## src/rtl/seg_cleaner.sv

```systemverilog
module seg_cleaner #(
  parameter int PHI_W = 12
) (
  input  logic               clk,
  input  logic               rst_n,
  input  logic               in_valid,
  input  logic [3:0]         st_valid,
  input  logic [PHI_W-1:0]   phi1,
  input  logic [PHI_W-1:0]   phi2,
  input  logic [PHI_W-1:0]   phi3,
  input  logic [PHI_W-1:0]   phi4,
  input  logic [PHI_W-1:0]   thresh,
  output logic               out_valid,
  output logic               st3_drop,
  output logic signed [PHI_W:0] dphi_a,
  output logic signed [PHI_W:0] dphi_b
);
  localparam int DW = PHI_W + 1;

  function automatic logic signed [DW-1:0] diff(input logic [PHI_W-1:0] from, input logic [PHI_W-1:0] to);
    return $signed({1'b0, to}) - $signed({1'b0, from});
  endfunction

  function automatic logic [PHI_W-1:0] mag(input logic signed [DW-1:0] v);
    logic signed [DW-1:0] n;
    n = v[DW-1] ? -v : v;
    return n[PHI_W-1:0];
  endfunction

  logic                 s1_v, s1_full;
  logic signed [DW-1:0] s1_d12, s1_d13, s1_d23, s1_d24;
  logic [PHI_W-1:0]     s1_thr;

  always_ff @(posedge clk) begin
    if (!rst_n) begin
      s1_v    <= 1'b0;
      s1_full <= 1'b0;
      s1_d12  <= '0;
      s1_d13  <= '0;
      s1_d23  <= '0;
      s1_d24  <= '0;
      s1_thr  <= '0;
    end else begin
      s1_v <= in_valid;
      if (in_valid) begin
        s1_full <= &st_valid;
        s1_d12  <= diff(phi1, phi2);
        s1_d13  <= diff(phi1, phi3);
        s1_d23  <= diff(phi2, phi3);
        s1_d24  <= diff(phi2, phi4);
        s1_thr  <= thresh;
      end
    end
  end

  logic [PHI_W-1:0] m12, m13, m23, m24;
  logic             drop_c;

  assign m12 = mag(s1_d12);
  assign m13 = mag(s1_d13);
  assign m23 = mag(s1_d23);
  assign m24 = mag(s1_d24);
  assign drop_c = s1_full && (m13 > m12) && (m23 > m24) && (m13 > s1_thr);

  always_ff @(posedge clk) begin
    if (!rst_n) begin
      out_valid <= 1'b0;
      st3_drop  <= 1'b0;
      dphi_a    <= '0;
      dphi_b    <= '0;
    end else begin
      out_valid <= s1_v;
      st3_drop  <= s1_v && drop_c;
      if (s1_v) begin
        dphi_a <= s1_d12;
        dphi_b <= drop_c ? s1_d24 : s1_d23;
      end
    end
  end
endmodule

```

## config.mk

```make
export PLATFORM = sky130hd
export DESIGN_NAME = seg_cleaner
export DESIGN_NICKNAME = d
export VERILOG_FILES = /design/src/rtl/seg_cleaner.sv
export SDC_FILE = /design/constraint.sdc
export NUM_CORES = 1
export LEC_CHECK = 0
export CORE_MARGIN = 4
export CORE_UTILIZATION = 35
export CTS_BUF_LIST = sky130_fd_sc_hd__clkbuf_16
export DETAILED_ROUTE_END_ITERATION = 12
export DONT_BUFFER_PORTS = 1
export GPL_TIMING_DRIVEN = 0
export PLACE_DENSITY_LB_ADDON = 0.15
export SKIP_LAST_GASP = 1
export SLEW_MARGIN = 20
export SYNTH_ARGS = -nofsm -noshare
export SYNTH_HDL_FRONTEND = slang
export SYNTH_SLANG_ARGS = --single-unit
```

## constraint.sdc

```tcl
create_clock -name clk -period 5.35 [get_ports clk]
set_clock_uncertainty 0.2 [all_clocks]
set_input_delay 0.8025 -clock clk [delete_from_list [all_inputs] [get_ports clk]]
set_output_delay 0.8025 -clock clk [all_outputs]
set_load 0.05 [all_outputs]
```

* Word-level counts from Yosys, hierarchy flattened *
Cells that the tools add are included.

storage, ports and cells
  input bits = 67
  register bits = 94
  output and inout port bits = 28
  logic and storage cells = 32

operators by class
  multiplexer cells = 5
  add/sub/neg operators = 8
  reductions and logical operators = 5
  magnitude comparators = 3

operators by type and width
  operator           count
  $sub 12x12->13     4
  $mux 12            4
  $neg 12->12        4
  $gt 12x12->1       3
  $mux 13            1
  $logic_and 1x1->1  4
  $reduce_and 4->1   1

* Longest topological paths before layout *
  depth in word-level cells = 7
  mapped depth = 16
  depth with buffers taken out = 14

* Worst setup path before layout *
No wires, ideal clock.

  kind = register -> register
  start = register s1_d23[2]
  end = register dphi_b[6]
  period minus slack after synthesis = 3.376 ns
  path buffers = 2
  slack = 1.974 ns
  setup time = 0.133 ns
  arrival time = 3.043 ns
  cell stages (with the launch flop) = 15
  cell sequence = dfxtp_1 or4_4 nor4_2 nand2b_1 o31ai_1 xnor2_1 ha_1 nand4_1 a211oi_1 o31ai_1 or3_1 buf_6 buf_8 mux2i_1 a21oi_1

between the ends
  word-level cells in the longest chain between the ends = 6

RTL lines
  item                                 RTL line  source
  from (decl)                          31        logic signed [DW-1:0] s1_d12, s1_d13, s1_d23, s1_d24;
  from (signal assigned)               49        s1_d23 <= diff(phi2, phi3);
  $neg 12->12                          26        n = v[DW-1] ? -v : v;
  $mux 12 (*)                          26
  $gt 12x12->1 (*)                     63        assign drop_c = s1_full && (m13 > m12) && (m23 > m24) && (m13 > s1_thr);
  $logic_and 1x1->1 (*) (2 in series)  63
  $mux 13 (*)                          76        dphi_b <= drop_c ? s1_d24 : s1_d23;
  to (signal assigned)                 76
  to (decl)                            16        output logic signed [PHI_W:0] dphi_b

Every way passes the cells marked *; elsewhere a longest branch is shown, timed or not.
A chain may end at the register's enable or synchronous reset.

* Final worst setup path *
  start = register s1_d13[2]
  end = register dphi_b[4]

between the ends
  word-level cells in the longest chain between the ends = 7

RTL lines
  item                             RTL line  source
  from (decl)                      31
  from (signal assigned)           48        s1_d13 <= diff(phi1, phi3);
  $neg 12->12                      26
  $mux 12 (*)                      26
  $gt 12x12->1                     63
  $logic_and 1x1->1 (2 in series)  63
  $logic_and 1x1->1 (*)            63
  $mux 13 (*)                      76

Marks and branches as above.

==> impl_metrics.json <==
{
  "status": "complete, no violations",
  "ios": 95,
  "cpLargestDelayFamily": "simple AND/OR/NAND/NOR gates",
  "tightest_slew_ns": 0.922,
  "synth-xor-area-share": 0.0750,
  "hp-class": "reg -> reg",
  "synth_edf_count": 0,
  "finalNonFillerCells": 1136,
  "maxSlewHeadroom": 0.385,
  "viasPerCell": 5.31,
  "cts_buffer_depth": 2,
  "io_buffers": 0,
  "stdcell_area_um2": 7610,
  "p_switching_mw": 0.835,
  "die_w_um": 149,
  "peakVddDrop_v": 0.000119,
  "syn_avg_cell_area_um2": 8.19,
  "min_period_over_period": 0.735,
  "setup_viol": 0,
  "synth_cell_types": 56,
  "power_mw": 2.23,
  "max_stage_delay_ns": 0.47,
  "cp.depth": 14,
  "fin_setup_tns_ns": 0,
  "syn_to_final_growth_pct": 8.65,
  "sequentialPowerShare": 0.391,
  "maxCapViolCount": 0,
  "synth-seq-area-share": 0.269,
  "grt_pass1_wl_mm": 33.5,
  "cts.clk_slew.worst_paths_ns": 0.07,
  "reg2regPathDepth": 14,
  "grt_pass1_vias": 5871,
  "synth-compound-area-share": 0.177,
  "rows": 51,
  "p_int_mw": 1.39,
  "crit_path_end_kind": "register",
  "ys_seq_elements": 94,
  "wire_per_inst_um": 18.8,
  "clock-root-buffer": "clkbuf_16",
  "worstPathArrival_ns": 3.95,
  "rsz0062_at_grt": "false",
  "holdPathStages": 2,
  "syn_area_um2": 7000,
  "die-height_um": 149,
  "synth_simple_gate_area_frac": 0.190,
  "n_fill_cell": 2065,
  "die_area_um2": 22300,
  "muxShareOfSynthArea": 0.0686,
  "path_buf_inv": 2,
  "drt_wl_total_mm": 21.4,
  "power_density_nw_per_um2": 293,
  "cts_made_buffers": 9,
  "antenna_left": 0,
  "fin_crit_ns": 3.93,
  "placed_area_um2": 7330,
  "diodes": 0,
  "vias": 6027,
  "synth_ff_type": "dfxtp_1",
  "startpoint_type": "register",
  "power.share.switching": 0.375,
  "combPwrFrac": 0.335,
  "hold_viol": 0,
  "synth_top_family_by_area": "simple AND/OR/NAND/NOR gates",
  "syn-num-nets": 1014,
  "rrSetupSlack_ns": 1.42,
  "max_freq_mhz": 254,
  "cts_tree": "yes",
  "start_util": 0.357,
  "syn_inst": 855,
  "p_leak_nw": 3.25,
  "power_frac_clock": 0.274,
  "grt_overflow": 0,
  "grtUsageMet2": 0.288,
  "clock_latency_ns": 0.35,
  "grt.busiest_layer": "met2",
  "drive_gt1_frac": 0.0344,
  "postCtsHoldBufs": 0,
  "finalMaxSlewViolations": 0,
  "worstPathRequired_ns": 5.37,
  "grt_max_degree": 17,
  "cts_max_level": 3,
  "grtUsageMet1": 0.286,
  "cts_resized": 0,
  "gp_congestion": 0.863,
  "use_met3": 0.0478,
  "cts_setup_buffers": 0,
  "first_iter_violations": 384,
  "fin_nets": 1025,
  "synthAdderAreaFrac": 0.169,
  "first_pass_iters": 5,
  "dp_hpwl_mm": 17.5,
  "crit_path_cell_trace": "or3_1 > nor3_1 > nand3_1 > o31ai_1 > xnor2_1 > ha_1 > nand4_1 > a21oi_1 > a2111oi_1 > or3_1 > buf_6 > buf_8 > mux2i_1 > a21oi_1",
  "cp_slowest_cell": "a2111oi_1",
  "async_flop_share": 0,
  "cts.sinks": 94,
  "core_area_um2": 19600,
  "antenna_found_initial": 0,
  "fin_hold_ws_ns": 0.299,
  "worst-setup-path-type": "reg -> reg",
  "yosys_warnings": 0,
  "dp.cells": 1120,
  "grt_usage": 0.194,
  "critPathMaxFanout": 10,
  "drc_errors": 0
}
-- layer usage --
| metal | vias up | part of all wire |
|---|---|---|
| met4 | 0 | 0.010 |
| met2 | 171 | 0.41 |
| met3 | 14 | 0.069 |
| met5 | - | 0 |
| li1 | 3088 | - |
| met1 | 2754 | 0.51 |
-- sequential cells by signal, summed over array words and instances, names as in the netlist --
| name | flops |
|---|---|
| s1_d24 | 13 |
| s1_d12 | 13 |
| s1_d23 | 13 |
| s1_d13 | 13 |
| st3_drop | 1 |
| s1_thr | 12 |
| s1_full | 1 |
| out_valid | 1 |
| dphi_a | 13 |
| s1_v | 1 |
| dphi_b | 13 |
-- stage by stage --
step	util	worst slack [ns]
after floorplan	-	1.97
after global placement	0.374	1.35
after detailed placement	0.374	1.40
after CTS	0.388	1.38
after global routing	0.388	1.00
final	0.388	1.42
-- worst min-delay path, cell delays in order (launching register included) --
cell and delay [ns]:
dfxtp_1 0.33, mux2i_1 0.07, nor2_1 0.07
-- cells in the mapped netlist, types with 20 or more instances --
library cell,number,area share
nand4_1,20,0.018
inv_1,56,0.030
o21ai_0,60,0.043
a21oi_1,58,0.041
mux2i_1,48,0.069
nor2b_1,20,0.018
clkbuf_1,26,0.014
nand2_1,52,0.028
xnor2_1,44,0.055
ha_1,88,0.16
dfxtp_1,94,0.27
nand3_1,30,0.021
nor2_1,85,0.046
-- area by class of cell --
type / instances / area, µm² / share of cell area
clock buffers: 9 / 225 / 0.0296
well taps: 265 / 332 / 0.0436
inverters: 57 / 214 / 0.0281
clock inverters: 7 / 48.8 / 0.00641
plain buffers: 35 / 151 / 0.0199
flip-flops and latches: 94 / 1880 / 0.247
multi-input cells: 669 / 4760 / 0.625
-- power by group through the flow --
stage	clock, mW	sequential, mW	combinational, mW
2_1_floorplan	0	0.854	0.574
3_3_place_gp	0	0.885	0.743
3_5_place_dp	0	0.885	0.743
4_1_cts	0.630	0.869	0.748
5_1_grt	0.650	0.879	0.854
6_report	0.611	0.870	0.746
-- cell usage in the layout (no fill, tap or decap), types with 6 or more instances in the layout --
cell type	Yosys	final
nor2_1	85	85
nor3_1	19	19
a211oi_1	11	11
buf_1	6	6
nand4_1	20	20
o21ai_0	60	60
clkbuf_16	0	9
nor2b_1	20	20
nand3_1	30	30
xor2_1	16	16
nand2_1	52	52
dfxtp_1	94	94
xnor2_1	44	44
a21oi_1	58	58
mux2i_1	48	48
o31ai_1	18	18
ha_1	88	88
inv_1	56	56
nand2b_1	16	16
clkbuf_1	26	26
-- cells by family after synthesis --
logic type,Yosys count
multiplexers,48
AO/OA/AOI/OAI,199
AND/OR/NAND/NOR,270
flip-flops,94
buffers and inverters,92
XOR/XNOR,60
adder cells (fa/ha/maj),92
-- worst paths after layout --
path / from / to
min reg2reg: s1_thr[11] / s1_thr[11]
max reg2reg: s1_d13[2] / dphi_b[4]
min: s1_thr[11] / s1_thr[11]
max: s1_d13[2] / dphi_b[4]
Power figures use the tool's default switching activity.
